## src/rtl/rpb_pkg.sv

```systemverilog
`timescale 1ns/1ps
package rpb_pkg;

    // Phase codes reported on fail_phase; the order is the run order.
    typedef enum logic [2:0] {
        PH_NONE   = 3'd0,
        PH_ADDR   = 3'd1,
        PH_CHECK  = 3'd2,
        PH_INVERT = 3'd3,
        PH_WALK   = 3'd4
    } phase_e;

    typedef enum logic [1:0] {
        ST_IDLE  = 2'd0,
        ST_RUN   = 2'd1,
        ST_FLUSH = 2'd2,
        ST_DONE  = 2'd3
    } state_e;

    // Control for the operation presented to the RAM this cycle.
    typedef struct packed {
        logic   active;
        logic   write;
        phase_e phase;
    } op_ctl_t;

    function automatic phase_e phase_after(phase_e p);
        case (p)
            PH_ADDR:   return PH_CHECK;
            PH_CHECK:  return PH_INVERT;
            PH_INVERT: return PH_WALK;
            default:   return PH_NONE;
        endcase
    endfunction

endpackage

```

## src/rtl/rpb_seq.sv

```systemverilog
`timescale 1ns/1ps
module rpb_seq import rpb_pkg::*; #(
    parameter int ADDR_W = 6
) (
    input  logic              clk,
    input  logic              rst,
    input  logic              start,
    output op_ctl_t           ctl,
    output logic [ADDR_W-1:0] idx,
    output logic              launch,
    output logic              busy,
    output logic              done
);
    localparam logic [ADDR_W-1:0] ABUS_LAST = ADDR_W'(ADDR_W);
    localparam logic [ADDR_W-1:0] FULL_LAST = '1;

    state_e            state_q;
    phase_e            phase_q;
    logic              rd_q;
    logic [ADDR_W-1:0] idx_q;
    logic              last;

    assign last   = idx_q == ((phase_q == PH_ADDR) ? ABUS_LAST : FULL_LAST);
    assign launch = start && (state_q == ST_IDLE || state_q == ST_DONE);

    always_ff @(posedge clk) begin
        if (rst) begin
            state_q <= ST_IDLE;
            phase_q <= PH_NONE;
            rd_q    <= 1'b0;
            idx_q   <= '0;
        end else begin
            case (state_q)
                ST_IDLE, ST_DONE: begin
                    if (start) begin
                        state_q <= ST_RUN;
                        phase_q <= PH_ADDR;
                        rd_q    <= 1'b0;
                        idx_q   <= '0;
                    end
                end
                ST_RUN: begin
                    if (last) begin
                        idx_q <= '0;
                        if (!rd_q) begin
                            rd_q <= 1'b1;
                        end else begin
                            rd_q <= 1'b0;
                            if (phase_q == PH_WALK) begin
                                state_q <= ST_FLUSH;
                                phase_q <= PH_NONE;
                            end else begin
                                phase_q <= phase_after(phase_q);
                            end
                        end
                    end else begin
                        idx_q <= idx_q + 1'b1;
                    end
                end
                ST_FLUSH: state_q <= ST_DONE;
                default:  state_q <= ST_IDLE;
            endcase
        end
    end

    assign ctl.active = state_q == ST_RUN;
    assign ctl.write  = (state_q == ST_RUN) && !rd_q;
    assign ctl.phase  = phase_q;
    assign idx        = idx_q;
    assign busy       = state_q == ST_RUN || state_q == ST_FLUSH;
    assign done       = state_q == ST_DONE;

    AST_LAUNCH_BUSY: assert property (@(posedge clk) disable iff (rst)
        launch |=> busy && !done);
    AST_DONE_HOLD: assert property (@(posedge clk) disable iff (rst)
        done && !start |=> done);
    AST_DONE_AFTER_FLUSH: assert property (@(posedge clk) disable iff (rst)
        $rose(done) |-> $past(state_q) == ST_FLUSH);
    AST_NO_RESTART: assert property (@(posedge clk) disable iff (rst)
        (state_q == ST_RUN && start) |=>
            !(state_q == ST_RUN && phase_q == PH_ADDR && !rd_q && idx_q == '0));

endmodule

```

## src/rtl/rpb_patgen.sv

```systemverilog
`timescale 1ns/1ps
module rpb_patgen import rpb_pkg::*; #(
    parameter int ADDR_W = 6,
    parameter int DATA_W = 8
) (
    input  phase_e            phase,
    input  logic [ADDR_W-1:0] idx,
    output logic [ADDR_W-1:0] addr,
    output logic [DATA_W-1:0] data
);
    logic [DATA_W-1:0] chk;
    logic [DATA_W-1:0] walk;
    logic [DATA_W-1:0] tag;

    // Address-line pass visits 0, then each single-bit address.
    assign addr = (phase != PH_ADDR) ? idx :
                  (idx == '0)        ? '0  : (ADDR_W'(1) << (idx - 1'b1));

    // Bit b of the checkerboard word is set when b + address is odd.
    for (genvar b = 0; b < DATA_W; b++) begin : g_chk
        assign chk[b] = addr[0] ^ ((b % 2) == 1);
    end

    assign walk = DATA_W'(1) << (addr % DATA_W);
    assign tag  = DATA_W'(idx) + DATA_W'(1);

    always_comb begin
        case (phase)
            PH_ADDR:   data = tag;
            PH_CHECK:  data = chk;
            PH_INVERT: data = ~chk;
            PH_WALK:   data = walk;
            default:   data = '0;
        endcase
    end

endmodule

```

## src/rtl/rpb_cmp.sv

```systemverilog
`timescale 1ns/1ps
module rpb_cmp import rpb_pkg::*; #(
    parameter int ADDR_W = 6,
    parameter int DATA_W = 8
) (
    input  logic              clk,
    input  logic              rst,
    input  logic              launch,
    input  op_ctl_t           ctl,
    input  logic [ADDR_W-1:0] addr,
    input  logic [DATA_W-1:0] expect_data,
    input  logic [DATA_W-1:0] rdata,
    output logic              fail,
    output logic [ADDR_W-1:0] fail_addr,
    output phase_e            fail_phase
);
    // One stage of expected data travels with each read to meet the RAM output.
    logic              pend_q;
    logic [ADDR_W-1:0] pend_addr_q;
    logic [DATA_W-1:0] pend_exp_q;
    phase_e            pend_phase_q;
    logic              mismatch;

    logic              fail_q;
    logic [ADDR_W-1:0] fail_addr_q;
    phase_e            fail_phase_q;

    always_ff @(posedge clk) begin
        if (rst) begin
            pend_q       <= 1'b0;
            pend_addr_q  <= '0;
            pend_exp_q   <= '0;
            pend_phase_q <= PH_NONE;
        end else begin
            pend_q       <= ctl.active && !ctl.write;
            pend_addr_q  <= addr;
            pend_exp_q   <= expect_data;
            pend_phase_q <= ctl.phase;
        end
    end

    assign mismatch = pend_q && (rdata != pend_exp_q);

    always_ff @(posedge clk) begin
        if (rst || launch) begin
            fail_q       <= 1'b0;
            fail_addr_q  <= '0;
            fail_phase_q <= PH_NONE;
        end else if (mismatch && !fail_q) begin
            fail_q       <= 1'b1;
            fail_addr_q  <= pend_addr_q;
            fail_phase_q <= pend_phase_q;
        end
    end

    assign fail       = fail_q;
    assign fail_addr  = fail_addr_q;
    assign fail_phase = fail_phase_q;

    AST_MISMATCH_FLAGS: assert property (@(posedge clk) disable iff (rst)
        mismatch && !launch |=> fail_q);
    AST_FAIL_STICKY: assert property (@(posedge clk) disable iff (rst)
        fail_q && !launch |=> fail_q);
    AST_FIRST_KEPT: assert property (@(posedge clk) disable iff (rst)
        fail_q && !launch |=> $stable(fail_addr_q) && $stable(fail_phase_q));
    AST_FAIL_HAS_PHASE: assert property (@(posedge clk) disable iff (rst)
        fail_q |-> fail_phase_q != PH_NONE);
    AST_LAUNCH_CLEARS: assert property (@(posedge clk) disable iff (rst)
        launch |=> !fail_q && fail_phase_q == PH_NONE && fail_addr_q == '0);

endmodule

```

## src/rtl/ram_pattern_bist.sv

```systemverilog
`timescale 1ns/1ps
module ram_pattern_bist import rpb_pkg::*; #(
    parameter int ADDR_W = 6,
    parameter int DATA_W = 8
) (
    input  logic              clk,
    input  logic              rst,
    input  logic              start,
    output logic [ADDR_W-1:0] mem_addr,
    output logic [DATA_W-1:0] mem_wdata,
    output logic              mem_we,
    input  logic [DATA_W-1:0] mem_rdata,
    output logic              busy,
    output logic              done,
    output logic              fail,
    output logic [ADDR_W-1:0] fail_addr,
    output logic [2:0]        fail_phase
);
    op_ctl_t           ctl;
    logic [ADDR_W-1:0] idx;
    logic              launch;
    logic [ADDR_W-1:0] gen_addr;
    logic [DATA_W-1:0] gen_data;
    phase_e            fail_phase_e;

    rpb_seq #(.ADDR_W(ADDR_W)) u_seq (
        .clk    (clk),
        .rst    (rst),
        .start  (start),
        .ctl    (ctl),
        .idx    (idx),
        .launch (launch),
        .busy   (busy),
        .done   (done)
    );

    rpb_patgen #(.ADDR_W(ADDR_W), .DATA_W(DATA_W)) u_pat (
        .phase (ctl.phase),
        .idx   (idx),
        .addr  (gen_addr),
        .data  (gen_data)
    );

    rpb_cmp #(.ADDR_W(ADDR_W), .DATA_W(DATA_W)) u_cmp (
        .clk         (clk),
        .rst         (rst),
        .launch      (launch),
        .ctl         (ctl),
        .addr        (gen_addr),
        .expect_data (gen_data),
        .rdata       (mem_rdata),
        .fail        (fail),
        .fail_addr   (fail_addr),
        .fail_phase  (fail_phase_e)
    );

    assign mem_addr   = gen_addr;
    assign mem_wdata  = gen_data;
    assign mem_we     = ctl.write;
    assign fail_phase = fail_phase_e;

    AST_WE_WHILE_BUSY: assert property (@(posedge clk) disable iff (rst)
        mem_we |-> busy);
    AST_WALK_ONEHOT: assert property (@(posedge clk) disable iff (rst)
        (mem_we && ctl.phase == PH_WALK) |-> $onehot(mem_wdata));
    AST_NO_WE_AFTER_DONE: assert property (@(posedge clk) disable iff (rst)
        done |-> !mem_we);

endmodule

```

## config.mk

```make
export PLATFORM = sky130hd
export DESIGN_NAME = ram_pattern_bist
export DESIGN_NICKNAME = d
export VERILOG_FILES = /design/src/rtl/rpb_pkg.sv /design/src/rtl/rpb_seq.sv /design/src/rtl/rpb_patgen.sv /design/src/rtl/rpb_cmp.sv /design/src/rtl/ram_pattern_bist.sv
export SDC_FILE = /design/constraint.sdc
export NUM_CORES = 1
export LEC_CHECK = 0
export ABC_AREA = 0
export BUFFER_PORTS_ARGS = -buffer_cell sky130_fd_sc_hd__buf_4
export CAP_MARGIN = 5
export CORE_ASPECT_RATIO = 0.7
export CORE_MARGIN = 10
export CORE_UTILIZATION = 51
export DETAILED_ROUTE_END_ITERATION = 7
export PLACE_DENSITY = 0.76
export SETUP_SLACK_MARGIN = 0.1
export SLEW_MARGIN = 5
export SYNTH_ARGS = -nofsm -noshare
export SYNTH_HDL_FRONTEND = slang
export SYNTH_SLANG_ARGS = --single-unit
export TNS_END_PERCENT = 30
```

## constraint.sdc

```tcl
create_clock -name clk -period 2.5 [get_ports clk]
set_clock_uncertainty 0.05 [all_clocks]
set_input_delay 0 -clock clk [delete_from_list [all_inputs] [get_ports clk]]
set_output_delay 0 -clock clk [all_outputs]
set_load 0.1 [all_outputs]
```

Word-level counts from Yosys, hierarchy flattened --
Cells that the tools add are included. Widths: inputs -> output; s select.
Word-level totals: bits in registers 40, bits in latches 0, memory bits (writable) 0, memory bits (read-only) 0, output and inout port bits 27, word-level logic and storage cells 73, memories 0
Operators by class: $add $sub $neg 3, multiply operators 0, div/mod/pow operators 0, $lt $le $gt $ge 0, eq/ne operators 14, shift operators 2, multiplexer cells 22, bitwise gates (word level) 2, reduce and logical (&&, ||, !) cells 19
Operators with widths (count):
- $pmux 8 s4 | 1
- $mux 6 | 5
- $mux 3 | 4
- $pmux 6 s2 | 1
- $pmux 3 s3 | 1
- $mux 2 | 4
- $ne 2x2->1 const B | 4
- $ne 8x8->1 | 1
- $not 8->8 | 1
- $reduce_and 4->1 | 2
- $shl 1x3->8 const A | 1
- $add 6x1->7 const B | 1
- $add 6x1->6 const B | 1
- $eq 3x2->1 const B | 2
- $eq 6x6->1 | 1
- $logic_not 6->1 | 1
- $pmux 2 s3 | 1
- $pmux 3 s2 | 1
- $shl 1x6->6 const A | 1
- $sub 6x1->6 const B | 1
- $logic_and 1x1->1 | 5
- $eq 2x2->1 const B | 2
- $eq 3x1->1 const B | 1
- $eq 3x3->1 const B | 1
- 12 further kinds | 18

Longest topological paths before layout --
Gate-level depths: netlist of run 1.
depth after elaboration 7, mapped depth 9, depth with buffers taken out 7

By module --
Synthesis of run 1 repeated with hierarchy kept, for this count alone.
Unflattened totals: cell total of the unflattened synthesis 274, area total of the unflattened synthesis 2428.6 um^2
Modules (own cells, without submodules):
- rpb_cmp | instances 1, cells an instance 91, area each 970.9 um^2, seq. area each 560.5 um^2
- rpb_patgen | instances 1, cells an instance 107, area each 773.2 um^2, seq. area each 0.0 um^2
- rpb_seq | instances 1, cells an instance 76, area each 684.4 um^2, seq. area each 240.2 um^2

Worst setup path after synthesis of run 1 --
OpenSTA, ideal clock, no wires.
path kind register to output, start register u_seq.idx_q[0] (netlist: u_seq.idx[0]), end output mem_addr[1], arrival 4.958 ns, slack -2.508 ns, stages on the path, launching flop included 7, cell sequence dfxtp_1 clkbuf_1 clkinv_1 ha_1 nor4_1 o31ai_1 o41ai_1
On the way: cells in the longest elaborated chain, start to end 4
Ends and longest elaborated chain:
- from (decl) | line rpb_seq.sv:20 | logic [ADDR_W-1:0] idx_q;
- from (signal assigned) | line rpb_seq.sv:57 | idx_q <= idx_q + 1'b1;
- $sub 6x1->6 | line rpb_patgen.sv:17 | (idx == '0) ? '0 : (ADDR_W'(1) << (idx - 1'b1));
- $shl 1x6->6 | line rpb_patgen.sv:17
- $mux 6 * | line rpb_patgen.sv:17
- $mux 6 * | line rpb_patgen.sv:16 | assign addr = (phase != PH_ADDR) ? idx :
- to (decl) | line ram_pattern_bist.sv:9 | output logic [ADDR_W-1:0] mem_addr,
Mark *: on every way between the ends. The rest lies on a longest branch, timed or not.

Worst setup path after layout of run 1 --
start register u_seq.idx_q[0] (netlist: u_seq.idx[0]), end output mem_addr[4]
The elaborated chain is that of the path after synthesis.

==> results.md, run 1 <==
Min path
* 5 — number of stages on the worst hold path
* in2reg — path class of the lowest-slack min-delay path

Global route
* 21 — largest net degree at the start of global routing
* 10.20 mm — global-route wire length before repair
* 0 — grt total ovfl
* 2034 — number of global-route vias before repair
* 0 — antenna violations before repair
* 0.1560 — GRT Resource Usage Total

Setup path
* 12 — top fanout value on the critical path
* or3b_2 — master of the slowest instance on the critical path
* reg2out — Crit Path Category
* 3 — sum of buffers and inverters on the critical path
* buf_6 — most frequent cell on the critical path
* register — category of the worst setup path launch point
* 2.27 ns — worst path arrival time
* 2.45 ns — data required time of the worst path
* 7 — critical path depth in cells
* buffers and inverters — cell class contributing the biggest share of worst-path delay
* buf_6 > or3b_2 > o211ai_1 > buf_4 > nand2_2 > o41ai_4 > buf_6 — cells along the critical path
* primary output — Setup crit end kind
* 6 — cell depth of the worst flop-to-flop path
* 0.46 ns — Worst path max stage delay

Layout
* 391 — non-filler instance count after layout
* 0 — Antenna diodes
* 33.82% — Area Overhead vs Synth
* 0.7123 — final standard cell utilization of the core
* 339 — FILL cells
* 0.2827 — share of layout cells above drive strength 1
* 353 — number of nets in the final layout

Clock tree
* clkbuf_8 — clock root cell
* 2 — Max clock buf depth
* 0.08 ns — Worst-path clk slew
* 40 — number of clock sinks seen by CTS
* yes — clock tree from TritonCTS
* 0.29 ns — clk_lat worst skew
* 2 — number of H-tree levels
* 5 — total CTS buffers

Synth
* 0.3435 — fraction of the yosys area taken by sequential cells
* 287 — Syn Inst Count
* 2331 µm² — post-synthesis cell area
* 305 — Mapped Nets
* 0 — number of enable-type register cells in the synthesized netlist
* 8.122 µm² — Avg Inst Size Synth
* 0 — Post-synth ARST share
* 40 — synthesis-stage register bit count
* dfxtp_1 — commonest register cell after synthesis
* 0 — count of warnings emitted by yosys
* 53 — Distinct cells, synth

Run status
* finished, final reports clean — status

Route
* 5.885 — via density per instance
* 2301 — number of vias in the routed layout
* 6.412 mm — sum of routed wire length over all layers
* 5 — number of detailed-routing iterations run before antenna repair
* 0 — Final ANT Viol Nets
* 16.40 µm — mean routed wirelength per cell
* 0 — remaining design rule violation count
* 155 — number of DRC violations after detailed-routing iteration 0

Pwr
* 2.628 mW — total chip power
* 0.198 — Clock Power Share
* 0.4529 — Net Sw Frac
* 436.0 µV — VDD IR-drop max
* 1.437 mW — Internal Power
* 842.4 nW/µm² — power per cell area
* 0.525 — part of the power in combinational logic
* 1.303 nW — leakage power summed over all cells
* 0.278 — proportion of power drawn by flip-flops and latches
* 1.190 mW — switching power summed over all nets

Timing
* 430.1 MHz — Fmax
* false — setup repair after global routing missed its margin
* 1.170 ns — Slew @ Worst Pin
* 2.325 ns — minimum clock period after layout
* 0.9300 — final critical-path share of the clock period
* 0.2438 ns — Hold WS
* 0 — setup-violating endpoint count in the final report
* 0.2201 — relative max-transition margin
* 0 — number of pins with negative max-slew slack in the final report
* 0 — Final Hold Viols

Floorplan
* 20 — Row Count
* 100.8 µm — Die Width
* 0.5323 — Initial Util
* 38 — IO Pins
* 7718 µm² — DIE AREA
* 4379 µm² — core area
* 76.57 µm — die extent in y

Placed design
* 0.9213 — RD Place Congestion
* 4.458 mm — placed wire-length estimate
* 37 — input/output buffers
* 370 — number of cells in the design after placement

Run
* 0 — maxcap violations

power groups by stage:
| stage | registers [mW] | clock network, mW | logic (mW) |
|---|---|---|---|
| 3_5_place_dp | 0.767 | 0 | 1.21 |
| 2_1_floorplan | 0.729 | 0 | 1.03 |
| 3_3_place_gp | 0.762 | 0 | 1.21 |
| 6_report | 0.730 | 0.519 | 1.38 |
| 4_1_cts | 0.735 | 0.522 | 1.28 |
| 5_1_grt | 0.736 | 0.543 | 1.48 |
layer usage:
metal,wire [µm],GRT usage,vias to the layer above
met5,0,0,-
met4,40,0.03239,0
met3,531,0.04982,4
met2,2814,0.2274,88
met1,3025,0.2165,1077
li1,-,-,1132
placed cells by master (no fill, tap or decap), drive strengths merged, types with 2 or more instances in the layout:
master / Yosys / routed
o22ai: 6 / 6
inv: 9 / 9
nor4: 5 / 5
xnor2: 6 / 6
mux2i: 15 / 15
buf: 6 / 58
nor2b: 8 / 8
o21ai: 10 / 10
dlygate4sd3: 0 / 2
and2: 2 / 2
o41ai: 7 / 7
o31ai: 4 / 4
mux2: 3 / 3
a31oi: 3 / 3
ha: 7 / 7
a21oi: 9 / 9
nand2: 37 / 37
clkinv: 2 / 3
or3: 3 / 3
nand3b: 2 / 2
xor2: 8 / 8
a221oi: 2 / 2
or3b: 2 / 2
nor2: 19 / 19
nand2b: 6 / 6
o32ai: 2 / 2
nor3b: 3 / 3
o21a: 4 / 4
clkbuf: 13 / 6
nor3: 7 / 7
o211ai: 3 / 3
a32o: 2 / 2
a21o: 2 / 2
o2bb2ai: 2 / 2
nand3: 15 / 15
dfxtp: 40 / 40
synthesized netlist by cell type, drive strengths merged (5+ instances only):
cell / count / share of area
inv: 9 / 0.014
nor4: 5 / 0.013
xor2: 8 / 0.030
nor3: 7 / 0.015
o22ai: 6 / 0.016
dfxtp: 40 / 0.34
nand2b: 6 / 0.016
a21oi: 9 / 0.019
nor2: 19 / 0.031
o41ai: 7 / 0.026
nand2: 37 / 0.060
buf: 6 / 0.012
o21ai: 10 / 0.021
clkbuf: 13 / 0.021
nor2b: 8 / 0.021
nand3: 15 / 0.032
mux2i: 15 / 0.064
ha: 7 / 0.038
xnor2: 6 / 0.023
worst paths after layout:
path	startpoint	end	slack (ns)
hold / removal	mem_rdata[4]	u_cmp.fail	0.24
hold reg to reg	u_cmp.pend_phase_q[0]	u_cmp.fail_phase[0]	0.39
setup reg to reg	u_seq.phase_q[1]	u_seq.idx[3]	0.23
setup / recovery	u_seq.idx[0]	mem_addr[4]	0.18
logic make-up (layout without fill, tap and decap cells):
| family | after synthesis | count (layout) | share of synthesized area |
|---|---|---|---|
| AO/OA/AOI/OAI | 64 | 64 | 0.1927 |
| XOR/XNOR | 14 | 14 | 0.05260 |
| adder cells (fa/ha/maj) | 7 | 7 | 0.03757 |
| buffers and inverters | 30 | 79 | 0.05099 |
| flip-flops | 40 | 40 | 0.3435 |
| multiplexers | 18 | 18 | 0.08051 |
| AND/OR/NAND/NOR | 114 | 114 | 0.2421 |
metrics by stage:
stage	TNS [ns]	worst slack, ns	area, µm²
6_report	0	0.1750	3119
5_1_grt	0	0.1012	3119
4_1_cts	0	0.04862	3019
3_5_place_dp	0	0.1010	2810
3_3_place_gp	0	0.1694	2810
2_1_floorplan	-0.6983	-0.2047	2497
state kept, by name, summed over array words and instances, names as in the netlist:
register	count
u_seq.phase_q	3
u_seq.state_q	2
u_cmp.fail_addr	6
u_seq.rd_q	1
u_cmp.pend_q	1
u_cmp.pend_phase_q	3
u_cmp.fail	1
u_cmp.fail_phase	3
u_seq.idx	6
u_cmp.pend_addr_q	6
u_cmp.pend_exp_q	8
worst register-to-register path, stage by stage, from the launching register on:
cell	delay [ns]
dfxtp_1	0.31
or3b_1	0.40
clkinv_1	0.07
ha_1	0.24
or3_1	0.45
o211ai_1	0.49
nor2_1	0.11
cell type report:
class | count | area (µm²) | share of cell area
clock inverters | 2 | 35.03 | 0.01123
clock buffers | 6 | 72.57 | 0.02327
repair buffers | 60 | 483.0 | 0.1548
multi-input cells | 217 | 1593 | 0.5106
inverters | 11 | 56.30 | 0.01805
flip-flops and latches | 40 | 810.8 | 0.2599
well taps | 55 | 68.82 | 0.02206
what timing repair did:
action                     CTS  global route
gates resized for setup      6            12
pin swaps                    2             5
hold endpoints to repair     2             0
hold buffers                 2             0
setup endpoints to repair    6             8
buffers inserted             5             6
Power figures use the tool's default switching activity.
==> run 2, diff against run 1 <==
==> constraint.sdc (replaced) <==
create_clock -name clk -period 2.5 [get_ports clk]
set_clock_uncertainty 0.05 [all_clocks]
set_input_delay 0.125 -clock clk [delete_from_list [all_inputs] [get_ports clk]]
set_output_delay 0.125 -clock clk [all_outputs]
set_load 0.1 [all_outputs]
==> run 2 against run 1 <==
Compared with the run above:
- clock-buffer cell count unchanged
- register-to-register slack about the same
- sequential share of layout area up 0.16 points
- maximum frequency down 0.87%
- critical endpoint is now mem_addr[5]
- highest routed layer unchanged
==> results.md, run 2 (same netlist as run 1, synthesis figures left out) <==
Run status
* finished, final reports clean — status, unchanged

Floorplan
* 0.5323 — Initial Util, unchanged
* 7718 µm² — DIE AREA, unchanged
* 20 — Row Count, unchanged
* 100.8 µm — Die Width, unchanged
* 38 — IO Pins, unchanged
* 4379 µm² — core area, unchanged
* 76.57 µm — die extent in y, unchanged

Layout
* 3105 µm² — summed area of non-filler cells in the final layout, was 3119 µm²
* 0.2959 — share of layout cells above drive strength 1, was 0.2827
* 33.23% — Area Overhead vs Synth, was 33.82%
* 355 — number of nets in the final layout, was 353
* u_cmp.pend_exp_q — most flop-heavy register, unchanged
* 393 — non-filler instance count after layout, was 391
* 342 — FILL cells, was 339
* 8 — max FFs per register, unchanged
* buf_4 — most common library cell in the layout ignoring fill and taps, unchanged
* 0 — Antenna diodes, unchanged
* buf_4, nand2_1, dfxtp_1, nor2_1, nand3_1 — most used cells in the layout excluding fill and tap cells, was buf_4, dfxtp_1, nand2_1, nor2_1, nand3_1

Setup path
* primary output — Setup crit end kind, unchanged
* 2.33 ns — data required time of the worst path, was 2.45 ns
* u_seq.phase_q[1] — start of the worst register-to-register path, unchanged
* 11 — top fanout value on the critical path, was 12
* reg2out — Crit Path Category, unchanged
* register — category of the worst setup path launch point, unchanged
* u_seq.idx[0] — source of the critical timing path, unchanged
* 2.17 ns — worst path arrival time, was 2.27 ns

Global route
* 0.1651 — GRT Resource Usage Total, was 0.1560
* 21 — largest net degree at the start of global routing, unchanged
* 0 — grt total ovfl, unchanged
* 0 — antenna violations before repair, unchanged
* 2223 — number of global-route vias before repair, was 2034
* 10.73 mm — global-route wire length before repair, was 10.20 mm

Clock tree
* 2 — Max clock buf depth, unchanged
* clkbuf_8 — clock root cell, unchanged
* yes — clock tree from TritonCTS, unchanged
* 40 — number of clock sinks seen by CTS, unchanged
* 0.30 ns — clk_lat worst skew, was 0.29 ns
* 2 — number of H-tree levels, unchanged
* 5 — total CTS buffers, unchanged
* 0.08 ns — Worst-path clk slew, about the same

Route
* 16.63 µm — mean routed wirelength per cell, was 16.40 µm
* 156 — number of DRC violations after detailed-routing iteration 0, was 155
* 0 — remaining design rule violation count, unchanged
* 5 — number of detailed-routing iterations run before antenna repair, unchanged
* 6.534 mm — sum of routed wire length over all layers, was 6.412 mm
* 0 — Final ANT Viol Nets, unchanged
* 2279 — number of vias in the routed layout, was 2301
* 5.799 — via density per instance, was 5.885

Timing
* 1.172 ns — Slew @ Worst Pin, was 1.170 ns
* 0 — Final Hold Viols, unchanged
* 0.9382 — final critical-path share of the clock period, was 0.9300
* 0.2185 — relative max-transition margin, was 0.2201
* 0.1546 ns — post-layout worst setup margin, was 0.1750 ns
* 426.4 MHz — Fmax, was 430.1 MHz
* 2.345 ns — minimum clock period after layout, was 2.325 ns
* 0 — setup-violating endpoint count in the final report, unchanged
* 0 — number of pins with negative max-slew slack in the final report, unchanged
* true — setup repair after global routing missed its margin, was false

Placed design
* 0.9285 — RD Place Congestion, was 0.9213
* 37 — input/output buffers, unchanged
* 0.2885 ns — Setup WS pre-CTS, was 0.1010 ns
* 4.725 mm — placed wire-length estimate, was 4.458 mm
* 2854 µm² — Placed Instance Area, was 2810 µm²
* 375 — number of cells in the design after placement, was 370

Min path
* in2reg — path class of the lowest-slack min-delay path, unchanged
* rst — Min-Delay Startpoint, was mem_rdata[4]

Pwr
* 2.679 mW — total chip power, was 2.628 mW
* 1.314 nW — leakage power summed over all cells, was 1.303 nW
* 523.7 µV — VDD IR-drop max, was 436.0 µV
* 862.5 nW/µm² — power per cell area, was 842.4 nW/µm²

Run
* 0 — maxcap violations, unchanged

[run 2: final timing paths]
path | endpoint | slack (ns) | cells past startpoint
max | mem_addr[5] | 0.15 | 7
min reg2reg | u_cmp.fail_addr[0] | 0.39 | 2
min | u_seq.rd_q | 0.10 | 2
max reg2reg | u_seq.idx[3] | 0.24 | 6
[run 2: metrics by stage]
stage / hold WS (ns) / TNS [ns] / util
6_report: 0.1029 / 0 / 0.7091
3_5_place_dp: 0.3869 / 0 / 0.6517
4_1_cts: 0.09383 / 0 / 0.6860
5_1_grt: 0.1209 / 0 / 0.7091
2_1_floorplan: 0.1581 / -1.413 / -
3_3_place_gp: 0.3835 / 0 / 0.6517
[run 2: per-layer routing]
metal	vias up	track usage	part of all wire	wire [µm]
li1	1136	-	-	-
met1	1057	0.2130	0.46	3018
met2	80	0.2510	0.45	2925
met3	6	0.05254	0.082	538
met4	0	0.05493	0.0078	51
met5	-	0	0	0
[run 2: repair_timing]
action / CTS / global route
hold buffers: 0 / 0
pin swaps: 0 / 5
endpoints found under the setup margin: 5 / 7
resized for setup: 8 / 8
hold endpoints to repair: 0 / 0
buffers inserted: 2 / 8
[run 2: cell type report]
cell class | instances | area (µm²) | area share
Clock buffer | 6 | 72.57 | 0.02337
Clock inverter | 2 | 35.03 | 0.01128
Inverter | 11 | 53.80 | 0.01732
Multi-Input combinational cell | 217 | 1579 | 0.5085
Sequential cell | 40 | 812.0 | 0.2615
Tap cell | 55 | 68.82 | 0.02216
Timing Repair Buffer | 62 | 484.2 | 0.1559
[run 2: report_power, final]
| part | internal [mW] | leakage [nW] | total (mW) | switching, mW |
|---|---|---|---|---|
| sequential | 0.685 | 0.326 | 0.734 | 0.0490 |
| clock | 0.296 | 0.0552 | 0.524 | 0.227 |
| combinational | 0.488 | 0.932 | 1.42 | 0.933 |
| total | 1.47 | 1.31 | 2.68 | 1.21 |
[run 2: critical path, stage by stage (launching register included)]
cell and delay [ns]:
dfxtp_4 0.38, buf_6 0.16, nor4_2 0.26, a32o_2 0.23
o31ai_2 0.07, buf_4 0.17, o41ai_4 0.31, buf_6 0.27
==> run 3, diff against run 2 <==
--- a/config.mk
+++ b/config.mk
@@ -17,5 +17,6 @@
 export SLEW_MARGIN = 5
 export SYNTH_ARGS = -nofsm -noshare
 export SYNTH_HDL_FRONTEND = slang
+export SYNTH_HIERARCHICAL = 1
 export SYNTH_SLANG_ARGS = --single-unit
 export TNS_END_PERCENT = 30
==> run 3 against run 2 <==
Compared with the run above:
- register-to-register slack better by 0.22 ns
- first-iteration DRC count up 72%
- area after synthesis up 4.2%
- cell area up 5.1%
- hold slack better by 0.054 ns
- maximum frequency down 2.2%
- sequential share of layout area down 1.0 points
- global-route usage down 1.4 points
- sequential power up 5.0%
- worst setup slack worse by 0.052 ns
- critical path type unchanged
==> results.md, run 3 <==
Synth
* 0 — number of enable-type register cells in the synthesized netlist, unchanged
* 0 — Post-synth ARST share, unchanged
* dfxtp_1 — commonest register cell after synthesis, unchanged
* 292 — Mapped Nets, was 305
* 2429 µm² — post-synthesis cell area, was 2331 µm²
* 61 — Distinct cells, synth, was 53
* 40 — synthesis-stage register bit count, unchanged
* dfxtp_1, nand2_1, nor2b_1, nor2_1, xor2_1 — Post-synth top cells, was dfxtp_1, nand2_1, nor2_1, mux2i_1, nand3_1
* 274 — Syn Inst Count, was 287
* dfxtp_1 — leading area contributor after synthesis, unchanged
* 6 — count of warnings emitted by yosys, was 0
* 0.3297 — top-area cell type share of the netlist area, was 0.3435
* dfxtp_1 — most instantiated library cell after synthesis, unchanged
* 8.863 µm² — Avg Inst Size Synth, was 8.122 µm²
* dfxtp_1, nand2_1, nor2b_1, xor2_1, mux2i_1 — largest cells by area after synthesis, was dfxtp_1, mux2i_1, nand2_1, ha_1, nand3_1
* 0.3297 — fraction of the yosys area taken by sequential cells, was 0.3435

Pwr
* 1.282 nW — leakage power summed over all cells, was 1.314 nW
* 1010 µV — VDD IR-drop max, was 523.7 µV
* 927.7 nW/µm² — power per cell area, was 862.5 nW/µm²

Clock tree
* 0.29 ns — clk_lat worst skew, was 0.30 ns
* 2 — Max clock buf depth, unchanged
* 0.08 ns — Worst-path clk slew, about the same
* 0 — CTS hold repair buffers, unchanged
* 2 — number of H-tree levels, unchanged
* clkbuf_8 — clock root cell, unchanged
* yes — clock tree from TritonCTS, unchanged
* 5 — total CTS buffers, unchanged
* 40 — number of clock sinks seen by CTS, unchanged

Run status
* finished, final reports clean — status, unchanged

Setup path
* reg2out — Crit Path Category, unchanged
* buf_6 > nor3_4 > mux2i_4 > buf_6 > nand2_2 > a32oi_2 > buf_6 — cells along the critical path, was buf_6 > nor4_2 > a32o_2 > o31ai_2 > buf_4 > o41ai_4 > buf_6
* 2.33 ns — data required time of the worst path, about the same
* dfxtp_4 — master of the slowest instance on the critical path, unchanged
* register — category of the worst setup path launch point, unchanged
* 3 — sum of buffers and inverters on the critical path, unchanged
* 0.37 ns — Worst path max stage delay, was 0.38 ns
* primary output — Setup crit end kind, unchanged
* 2.22 ns — worst path arrival time, was 2.17 ns
* buf_6 — most frequent cell on the critical path, unchanged
* buffers and inverters — cell class contributing the biggest share of worst-path delay, was compound AO/OA/AOI/OAI gates
* 7 — top fanout value on the critical path, was 11

Layout
* buf_4 — most common library cell in the layout ignoring fill and taps, unchanged
* 1719 µm² — combined area of the multi-input logic cells, was 1579 µm²
* 8 — max FFs per register, unchanged
* 0 — Antenna diodes, unchanged
* 339 — FILL cells, was 342
* 342 — number of nets in the final layout, was 355
* 819.5 µm² — register cell area after layout, was 812.0 µm²
* buf_4, nand2_1, dfxtp_1, nor2b_1, nor2_1 — most used cells in the layout excluding fill and tap cells, was buf_4, nand2_1, dfxtp_1, nor2_1, nand3_1
* 34.42% — Area Overhead vs Synth, was 33.23%
* u_cmp/pend_exp_q — most flop-heavy register, was u_cmp.pend_exp_q
* 0.3600 — share of layout cells above drive strength 1, was 0.2959

Placed design
* 0.2408 ns — Setup WS pre-CTS, was 0.2885 ns
* 37 — input/output buffers, unchanged
* 0.9918 — RD Place Congestion, was 0.9285
* 4.616 mm — placed wire-length estimate, was 4.725 mm

Floorplan
* 77.74 µm — die extent in y, was 76.57 µm
* 38 — IO Pins, unchanged
* 7966 µm² — DIE AREA, was 7718 µm²
* 20 — Row Count, unchanged
* 102.5 µm — Die Width, was 100.8 µm
* 0.5422 — Initial Util, was 0.5323
* 4479 µm² — core area, was 4379 µm²

Route
* 6.290 mm — sum of routed wire length over all layers, was 6.534 mm
* 16.55 µm — mean routed wirelength per cell, was 16.63 µm
* 0 — Final ANT Viol Nets, unchanged
* 269 — number of DRC violations after detailed-routing iteration 0, was 156
* 5 — number of detailed-routing iterations run before antenna repair, unchanged
* 2202 — number of vias in the routed layout, was 2279
* 0 — remaining design rule violation count, unchanged
* 5.795 — via density per instance, was 5.799

Timing
* 0 — number of pins with negative max-slew slack in the final report, unchanged
* 0 — Final Hold Viols, unchanged
* 1.172 ns — Slew @ Worst Pin, about the same
* 2.397 ns — minimum clock period after layout, was 2.345 ns
* true — setup repair after global routing missed its margin, unchanged
* 0.9590 — final critical-path share of the clock period, was 0.9382
* 417.1 MHz — Fmax, was 426.4 MHz
* 0.2184 — relative max-transition margin, was 0.2185
* 0 ns — TNS Setup, unchanged
* 0 — setup-violating endpoint count in the final report, unchanged
* 0.1025 ns — post-layout worst setup margin, was 0.1546 ns

Global route
* 9.942 mm — global-route wire length before repair, was 10.73 mm
* 0.1514 — GRT Resource Usage Total, was 0.1651
* 27 — largest net degree at the start of global routing, was 21
* 0.2219 — met2 track utilization from global routing, was 0.2510
* 0 — antenna violations before repair, unchanged
* 1964 — number of global-route vias before repair, was 2223
* met2 — most congested layer reported by global routing, unchanged
* 0 — grt total ovfl, unchanged
* 0.2179 — met1 Resource Use GR, was 0.2130
* 0.04690 — met3 usage in global routing, was 0.05254

Run
* 0 — maxcap violations, unchanged

Min path
* in2reg — path class of the lowest-slack min-delay path, unchanged

run 3: layout make-up:
| class | instances | area share |
|---|---|---|
| tap | 55 | 0.02108 |
| clock inverter | 3 | 0.01265 |
| multi-input combinational | 212 | 0.5266 |
| inverter | 7 | 0.01035 |
| timing repair buffer | 58 | 0.1571 |
| sequential | 40 | 0.2511 |
| clock buffer | 5 | 0.02108 |
run 3: power breakdown:
part | internal, mW | leakage [nW] | switching, mW
Sequential | 0.711 | 0.329 | 0.0603
Combinational | 0.599 | 0.894 | 1.14
Clock | 0.296 | 0.0585 | 0.220
run 3: repair_timing:
| action | in CTS | in global routing |
|---|---|---|
| gates resized for setup | 19 | 22 |
| cloned | 0 | 0 |
| pin swaps | 2 | 8 |
| setup endpoints to repair | 12 | 12 |
| buffers inserted | 3 | 4 |
run 3: routing by layer:
| layer | vias to the layer above | share of wire |
|---|---|---|
| met3 | 6 | 0.084 |
| met5 | - | 0 |
| li1 | 1070 | - |
| met1 | 1028 | 0.48 |
| met2 | 98 | 0.43 |
| met4 | 0 | 0.0067 |
run 3: logic make-up (layout without fill, tap and decap cells):
logic type | count (synthesis) | count (layout) | share of synthesized area
AOI/OAI and AO/OA | 51 | 51 | 0.1499
xor gates and xnor gates | 19 | 19 | 0.06852
adders and majority gates | 7 | 7 | 0.03606
buffers and inverters | 22 | 73 | 0.06028
DFF | 40 | 40 | 0.3297
muxes | 15 | 15 | 0.06543
and+or+nand+nor | 120 | 120 | 0.2901
run 3: per-stage QoR:
step | instance area [µm²] | hold WS [ns] | power, mW | utilization | instances
2_1_floorplan | 2618 | 0.1441 | 2.069 | - | 274
3_3_place_gp | 2949 | 0.3808 | 2.345 | 0.6584 | 365
3_5_place_dp | 2949 | 0.3812 | 2.354 | 0.6584 | 365
4_1_cts | 3164 | 0.1527 | 2.956 | 0.7064 | 376
5_1_grt | 3264 | 0.1589 | 3.171 | 0.7288 | 380
6_report | 3264 | 0.1568 | 3.028 | 0.7288 | 380
run 3: final timing paths:
check                         end             startpoint  slack (ns)  cells past startpoint
max                  mem_wdata[4]           u_seq/idx[0]        0.10                      7
min          u_cmp/pend_addr_q[2]                    rst        0.16                      2
max reg2reg  u_cmp/pend_addr_q[3]           u_seq/idx[1]        0.46                      7
min reg2reg   u_cmp/fail_phase[2]  u_cmp/pend_phase_q[2]        0.39                      2
